--- src/rtl/tpick_pkg.sv ---
package tpick_pkg;
    typedef enum logic [1:0] {
        TS_RUN      = 2'd0,
        TS_LLWAIT   = 2'd1,
        TS_SPEC     = 2'd2,
        TS_MISSWAIT = 2'd3
    } tstate_e;
endpackage

--- src/rtl/tpick_thread.sv ---
module tpick_thread
    import tpick_pkg::*;
(
    input  logic clk,
    input  logic rst_n,
    input  logic ready_i,
    input  logic ll_i,
    input  logic dep_i,
    input  logic gnt_i,
    input  logic ll_done_i,
    input  logic ld_vld_i,
    input  logic ld_hit_i,
    input  logic fill_i,
    output logic elig_norm_o,
    output logic elig_spec_o,
    output logic squash_o
);
    tstate_e st_q, st_d;

    always_ff @(posedge clk) begin
        if (!rst_n) st_q <= TS_RUN;
        else        st_q <= st_d;
    end

    always_comb begin
        st_d = st_q;
        unique case (st_q)
            TS_RUN: begin
                if (gnt_i) begin
                    if (ll_i)       st_d = TS_LLWAIT;
                    else if (dep_i) st_d = TS_SPEC;
                end
            end
            TS_LLWAIT:   if (ll_done_i) st_d = TS_RUN;
            TS_SPEC:     if (ld_vld_i)  st_d = ld_hit_i ? TS_RUN : TS_MISSWAIT;
            TS_MISSWAIT: if (fill_i)    st_d = TS_RUN;
            default:     st_d = TS_RUN;
        endcase
    end

    always_comb begin
        elig_norm_o = 1'b0;
        elig_spec_o = 1'b0;
        squash_o    = 1'b0;
        unique case (st_q)
            TS_RUN: begin
                elig_norm_o = ready_i & ~dep_i;
                elig_spec_o = ready_i & dep_i;
            end
            TS_SPEC:     squash_o = ld_vld_i & ~ld_hit_i;
            TS_LLWAIT:   ;
            TS_MISSWAIT: ;
            default:     ;
        endcase
    end

    a_r5_ll_blocks: assert property (@(posedge clk) disable iff (!rst_n)
        (st_q == TS_LLWAIT) |-> !gnt_i);
    a_r6_spec_blocks: assert property (@(posedge clk) disable iff (!rst_n)
        (st_q == TS_SPEC) |-> !gnt_i);
    a_r6_hit_no_squash: assert property (@(posedge clk) disable iff (!rst_n)
        (ld_vld_i && ld_hit_i) |-> !squash_o);
    a_r7_miss_blocks: assert property (@(posedge clk) disable iff (!rst_n)
        (st_q == TS_MISSWAIT) |-> !gnt_i);
    a_r7_squash_leads_wait: assert property (@(posedge clk) disable iff (!rst_n)
        squash_o |=> (st_q == TS_MISSWAIT));
endmodule

--- src/rtl/tpick_lru.sv ---
module tpick_lru #(
    parameter int NT = 4,
    localparam int IW = $clog2(NT)
) (
    input  logic          clk,
    input  logic          rst_n,
    input  logic [NT-1:0] req_hi,
    input  logic [NT-1:0] req_lo,
    output logic [NT-1:0] gnt,
    output logic [IW-1:0] gnt_idx,
    output logic          any
);
    logic [IW-1:0] order_q [NT];
    logic [IW-1:0] order_d [NT];
    logic          hit_hi, hit_lo;
    logic [IW-1:0] idx_hi, idx_lo;
    logic [IW-1:0] pos;

    // oldest entry sits at index 0; scan downward so the oldest hit wins
    always_comb begin
        hit_hi = 1'b0;
        hit_lo = 1'b0;
        idx_hi = '0;
        idx_lo = '0;
        for (int i = NT - 1; i >= 0; i--) begin
            if (req_hi[order_q[i]]) begin
                hit_hi = 1'b1;
                idx_hi = order_q[i];
            end
            if (req_lo[order_q[i]]) begin
                hit_lo = 1'b1;
                idx_lo = order_q[i];
            end
        end
        any     = hit_hi | hit_lo;
        gnt_idx = hit_hi ? idx_hi : (hit_lo ? idx_lo : '0);
        gnt     = any ? (NT'(1) << gnt_idx) : '0;
    end

    always_comb begin
        pos = '0;
        for (int i = 0; i < NT; i++) begin
            if (order_q[i] == gnt_idx) pos = IW'(i);
        end
        for (int j = 0; j < NT; j++) begin
            if (!any || IW'(j) < pos) order_d[j] = order_q[j];
            else if (j < NT - 1)      order_d[j] = order_q[j + 1];
            else                      order_d[j] = gnt_idx;
        end
    end

    always_ff @(posedge clk) begin
        if (!rst_n) begin
            for (int i = 0; i < NT; i++) order_q[i] <= IW'(i);
        end else begin
            for (int i = 0; i < NT; i++) order_q[i] <= order_d[i];
        end
    end

    a_r1_onehot: assert property (@(posedge clk) disable iff (!rst_n)
        $onehot0(gnt));
    a_r3_mru_update: assert property (@(posedge clk) disable iff (!rst_n)
        any |=> (order_q[NT-1] == $past(gnt_idx)));
    a_r8_normal_first: assert property (@(posedge clk) disable iff (!rst_n)
        (|req_hi) |-> (|(gnt & req_hi)));
endmodule

--- src/rtl/thread_picker.sv ---
module thread_picker #(
    parameter int NT = 4,
    localparam int IW = $clog2(NT)
) (
    input  logic          clk,
    input  logic          rst_n,
    input  logic [NT-1:0] thr_ready,
    input  logic [NT-1:0] ll_hint,
    input  logic [NT-1:0] dep_hint,
    input  logic [NT-1:0] ll_done,
    input  logic [NT-1:0] ld_vld,
    input  logic [NT-1:0] ld_hit,
    input  logic [NT-1:0] fill_done,
    output logic [NT-1:0] issue_gnt,
    output logic [IW-1:0] fetch_tid,
    output logic [NT-1:0] squash,
    output logic          idle
);
    logic [NT-1:0] elig_norm, elig_spec;
    logic          any_gnt;

    for (genvar t = 0; t < NT; t++) begin : g_thr
        tpick_thread u_thr (
            .clk         (clk),
            .rst_n       (rst_n),
            .ready_i     (thr_ready[t]),
            .ll_i        (ll_hint[t]),
            .dep_i       (dep_hint[t]),
            .gnt_i       (issue_gnt[t]),
            .ll_done_i   (ll_done[t]),
            .ld_vld_i    (ld_vld[t]),
            .ld_hit_i    (ld_hit[t]),
            .fill_i      (fill_done[t]),
            .elig_norm_o (elig_norm[t]),
            .elig_spec_o (elig_spec[t]),
            .squash_o    (squash[t])
        );
    end

    tpick_lru #(.NT(NT)) u_lru (
        .clk     (clk),
        .rst_n   (rst_n),
        .req_hi  (elig_norm),
        .req_lo  (elig_spec),
        .gnt     (issue_gnt),
        .gnt_idx (fetch_tid),
        .any     (any_gnt)
    );

    assign idle = ~any_gnt;

    a_r2_no_bubble: assert property (@(posedge clk) disable iff (!rst_n)
        (|(elig_norm | elig_spec)) |-> !idle);
    a_r4_fetch_match: assert property (@(posedge clk) disable iff (!rst_n)
        !idle |-> issue_gnt[fetch_tid]);
    a_r9_idle_nogrant: assert property (@(posedge clk) disable iff (!rst_n)
        idle |-> (issue_gnt == '0 && fetch_tid == '0));
endmodule

--- config.mk ---
export PLATFORM = sky130hd
export DESIGN_NAME = thread_picker
export DESIGN_NICKNAME = d
export VERILOG_FILES = /design/src/rtl/tpick_pkg.sv /design/src/rtl/tpick_thread.sv /design/src/rtl/tpick_lru.sv /design/src/rtl/thread_picker.sv
export SDC_FILE = /design/constraint.sdc
export NUM_CORES = 1
export LEC_CHECK = 0
export BUFFER_PORTS_ARGS = -buffer_cell sky130_fd_sc_hd__buf_2
export CORE_AREA = 2 2 90 49
export CTS_CLUSTER_DIAMETER = 60
export DETAILED_ROUTE_END_ITERATION = 10
export DIE_AREA = 0 0 92 51
export HOLD_SLACK_MARGIN = 0.08
export PLACE_DENSITY_LB_ADDON = 0.15
export SYNTH_ARGS = -nofsm -noshare
export SYNTH_HDL_FRONTEND = slang
export SYNTH_SLANG_ARGS = --single-unit
--- constraint.sdc ---
create_clock -name clk -period 6.1 [get_ports clk]
set_input_delay 1.22 -clock clk [delete_from_list [all_inputs] [get_ports clk]]
set_output_delay 1.22 -clock clk [all_outputs]
set_load 0.1 [all_outputs]
==> summary by stage <==
Floorplanning
The width of the die is 92 µm. The number of cell rows is 17. The area of the core region is 4040 µm².

From bottom edge to top edge, the die measures 51 µm. Pin placement for this block handled 41 I/O pins. The effective utilization at floorplan is 45.8%.

The die covers 4690 µm².

Logic synthesis
The average size of a mapped cell is 8.02 µm². By instance count, the leading cell after synthesis is sky130_fd_sc_hd__nand2_1. After technology mapping, the gate count stands at 231.

The number of enable flip-flop cells after synthesis is 0. Of all cell types, the one taking the most synthesized area is sky130_fd_sc_hd__dfxtp_1. Summed over its instances, the top area cell type makes up 17.3% of the synthesized netlist area. By count the netlist is led by sky130_fd_sc_hd__nand2_1 (22), sky130_fd_sc_hd__dfxtp_1 (16), sky130_fd_sc_hd__mux2i_1 (16), sky130_fd_sc_hd__nor2_1 (14). Summing every instance area after synthesis gives 1850 µm². After synthesis, flip-flops and latches occupy 17.3% of the total area. During synthesis, Yosys emitted a total of 0 warnings. In this run, synthesis produced a sequential element count of 16. The most used flip-flop cell after synthesis is sky130_fd_sc_hd__dfxtp_1. The number of nets handed over by synthesis was 261.

Yosys attributes the largest share of cell area to sky130_fd_sc_hd__dfxtp_1 (17%), sky130_fd_sc_hd__mux2i_1 (8.6%), sky130_fd_sc_hd__mux4_2 (6.1%). The proportion of register bits with asynchronous set or reset after synthesis is 0%. The distinct cell type count of the synthesized netlist is 53.

STA
Counting I/O delays and the setup requirement, the final critical path takes 5.30 ns. The transition at the pin with the smallest max-transition slack is 0.990 ns. For the final routed database, the setup TNS stands at 0 ns. The setup-violating endpoint count in the final report is 0.

The final worst-path cycle share is 86.8%. Static timing analysis puts the maximum clock frequency at 0.189 GHz. The hold violation count in the final report is 0.

The final number of max-transition violations came to 0. Setup repair after global routing left no endpoint under its margin. Setup slack on the critical path of the routed design comes to 0.803 ns. Between clock sinks in the finished design, the worst skew comes to 0.00242 ns. Headroom to the max-slew limit came out at 33.1%.

Clock network
The number of buffers added by the clock tree synthesis step is 3. Post-CTS timing repair inserted 0 buffers for setup. Clock-pin slew was measured on the worst setup and hold paths at 0.07 ns. The clock sink count is 16.

In this run the number of H-tree levels came out at 1. The buffer cell driving the clock tree root is sky130_fd_sc_hd__clkbuf_8. The number of gates resized after CTS was 0. The latest clock arrival within the worst-skew pair is 0.26 ns.

The TritonCTS clock tree is done. The hold buffer count at cts is 0. The maximum number of buffers from clock root to sink is 2.

Route
The number of iterations in the first detailed-routing pass is 5. The number of routed nets with antenna violations is 0. Dividing the detail-routed wire length by the instance count gives 17.0 µm. Dividing the detail-routed via count by the number of cells gives 6.14. Wires add up to 5360 µm. After detailed routing, the number of remaining DRC violations is 0. For this block, the initial DRC count from the detailed router was 231. Across all layers, the routed design uses 1935 vias.

Critical path
The element type at the critical path end is an output pin. In this run the worst path has a maximum fanout of 8. Data on the critical path is required at its endpoint by 4.88 ns. The arrival time reported for the critical path endpoint is 4.08 ns.

The path type of the worst setup path is in -> out. The element type at the critical path start is an input port.

Placed design
The last weighted congestion value of the routability-driven placer is 0.990. In this run the cell area measured after placement is 2050 µm². The post-placement setup slack is 0.835 ns. The wire-length estimate of the detail-placed layout is 4070 µm.

The count of port buffers added during placement is 40.

Global routing
The wire length of the first global-routing pass is 8660 µm. Across every metal layer, demand over resource in global routing totals 23.5%. Entering global routing, the biggest net connects 19 pins. The via count of the first global-routing pass came to 1667.

The initial antenna violation count came to 0. The total overflow left after global routing is 0.

Cells and area
The synthesis-to-layout area growth is 13.4%. The layout cell share with drive strength beyond 1 is 23.3%. The finished cells cover 2100 µm². The sequential cell area is 320 µm². After filler insertion, the fill cell instance count of the layout stands at 389. Summing all multi-input logic gate instances after layout gives 1390 µm². The number of antenna cells inserted is 0.

The net count of the finished layout is 289.

Run
The count of max-cap constraint violations is 0.

Hold path
In this run the worst hold path is classified as reg -> reg.

Run status
The run finished with clean final reports.
metal layers:
metal  global-route usage, %  wire (µm)  part of all wire, %
met1                    36.8       2700                   50
met2                    30.8       1980                   37
met3                    8.41        654                   12
met4                    2.49         27                 0.50
met5                       0          0                    0
cells by family after synthesis:
kind of cell	Yosys count	synth area share, %
and+or+nand+nor	92	30.3
DFF	16	17.3
muxes	22	15.5
AOI/OAI and AO/OA	65	26.3
buffers and inverters	30	7.84
xor gates and xnor gates	6	2.84
final cells by class:
type                    count  share of cell area [%]
inverters                   8                    1.43
repair buffers             45                    11.3
well taps                  57                    3.39
flip-flops and latches     16                    15.2
multi-input cells         185                    66.0
clock buffers               4                    2.62
final timing paths:
kind                                            start                                   to  slack, ns  depth (start not counted)
setup / recovery                          dep_hint[3]                         issue_gnt[2]       0.80                          9
hold / removal    g_thr[3].u_thr.st_q[1]$_SDFFE_PN0P_  g_thr[3].u_thr.st_q[1]$_SDFFE_PN0P_       0.60                          2
setup reg to reg  g_thr[3].u_thr.st_q[0]$_SDFFE_PN0P_     u_lru.order_q[0][1]$_SDFFE_PN0N_       2.47                         10
hold reg to reg   g_thr[3].u_thr.st_q[1]$_SDFFE_PN0P_  g_thr[3].u_thr.st_q[1]$_SDFFE_PN0P_       0.60                          2
through the flow:
stage	hold slack, ns	util [%]	std cells
floorplan	0.534	-	231
global placement	0.591	50.6	311
detailed placement	0.582	50.6	311
CTS	0.594	52.0	315
global route	0.644	52.0	315
finish	0.596	52.0	315
registers in the layout, indices dropped and copies added (netlist names):
signal	cells
g_thr.u_thr.st_q	8
u_lru.order_q	8
cell usage in the layout, fill, tap and decap left out, types with 5 or more instances in the layout:
cell,n
sky130_fd_sc_hd__buf_2,40
sky130_fd_sc_hd__nand2_1,22
sky130_fd_sc_hd__mux2i_1,16
sky130_fd_sc_hd__dfxtp_1,16
sky130_fd_sc_hd__nor2_1,14
sky130_fd_sc_hd__nor2b_1,12
sky130_fd_sc_hd__o211ai_1,12
sky130_fd_sc_hd__a21oi_1,8
sky130_fd_sc_hd__nor4bb_1,7
sky130_fd_sc_hd__inv_1,7
sky130_fd_sc_hd__mux4_2,5
sky130_fd_sc_hd__o22ai_1,5
sky130_fd_sc_hd__nor4b_1,5
sky130_fd_sc_hd__buf_4,5
worst max-delay path, stage by stage:
cell and delay (ns):
sky130_fd_sc_hd__buf_2 0.12, sky130_fd_sc_hd__or4b_1 0.63, sky130_fd_sc_hd__mux4_2 0.54, sky130_fd_sc_hd__a311oi_2 0.30
sky130_fd_sc_hd__a21oi_1 0.12, sky130_fd_sc_hd__a311oi_2 0.34, sky130_fd_sc_hd__inv_1 0.16, sky130_fd_sc_hd__nor2_1 0.19
sky130_fd_sc_hd__buf_2 0.46
Power is left out: the tool's default activity adds up to more than one toggle a clock period on the data nets, which glitch-free logic cannot reach.
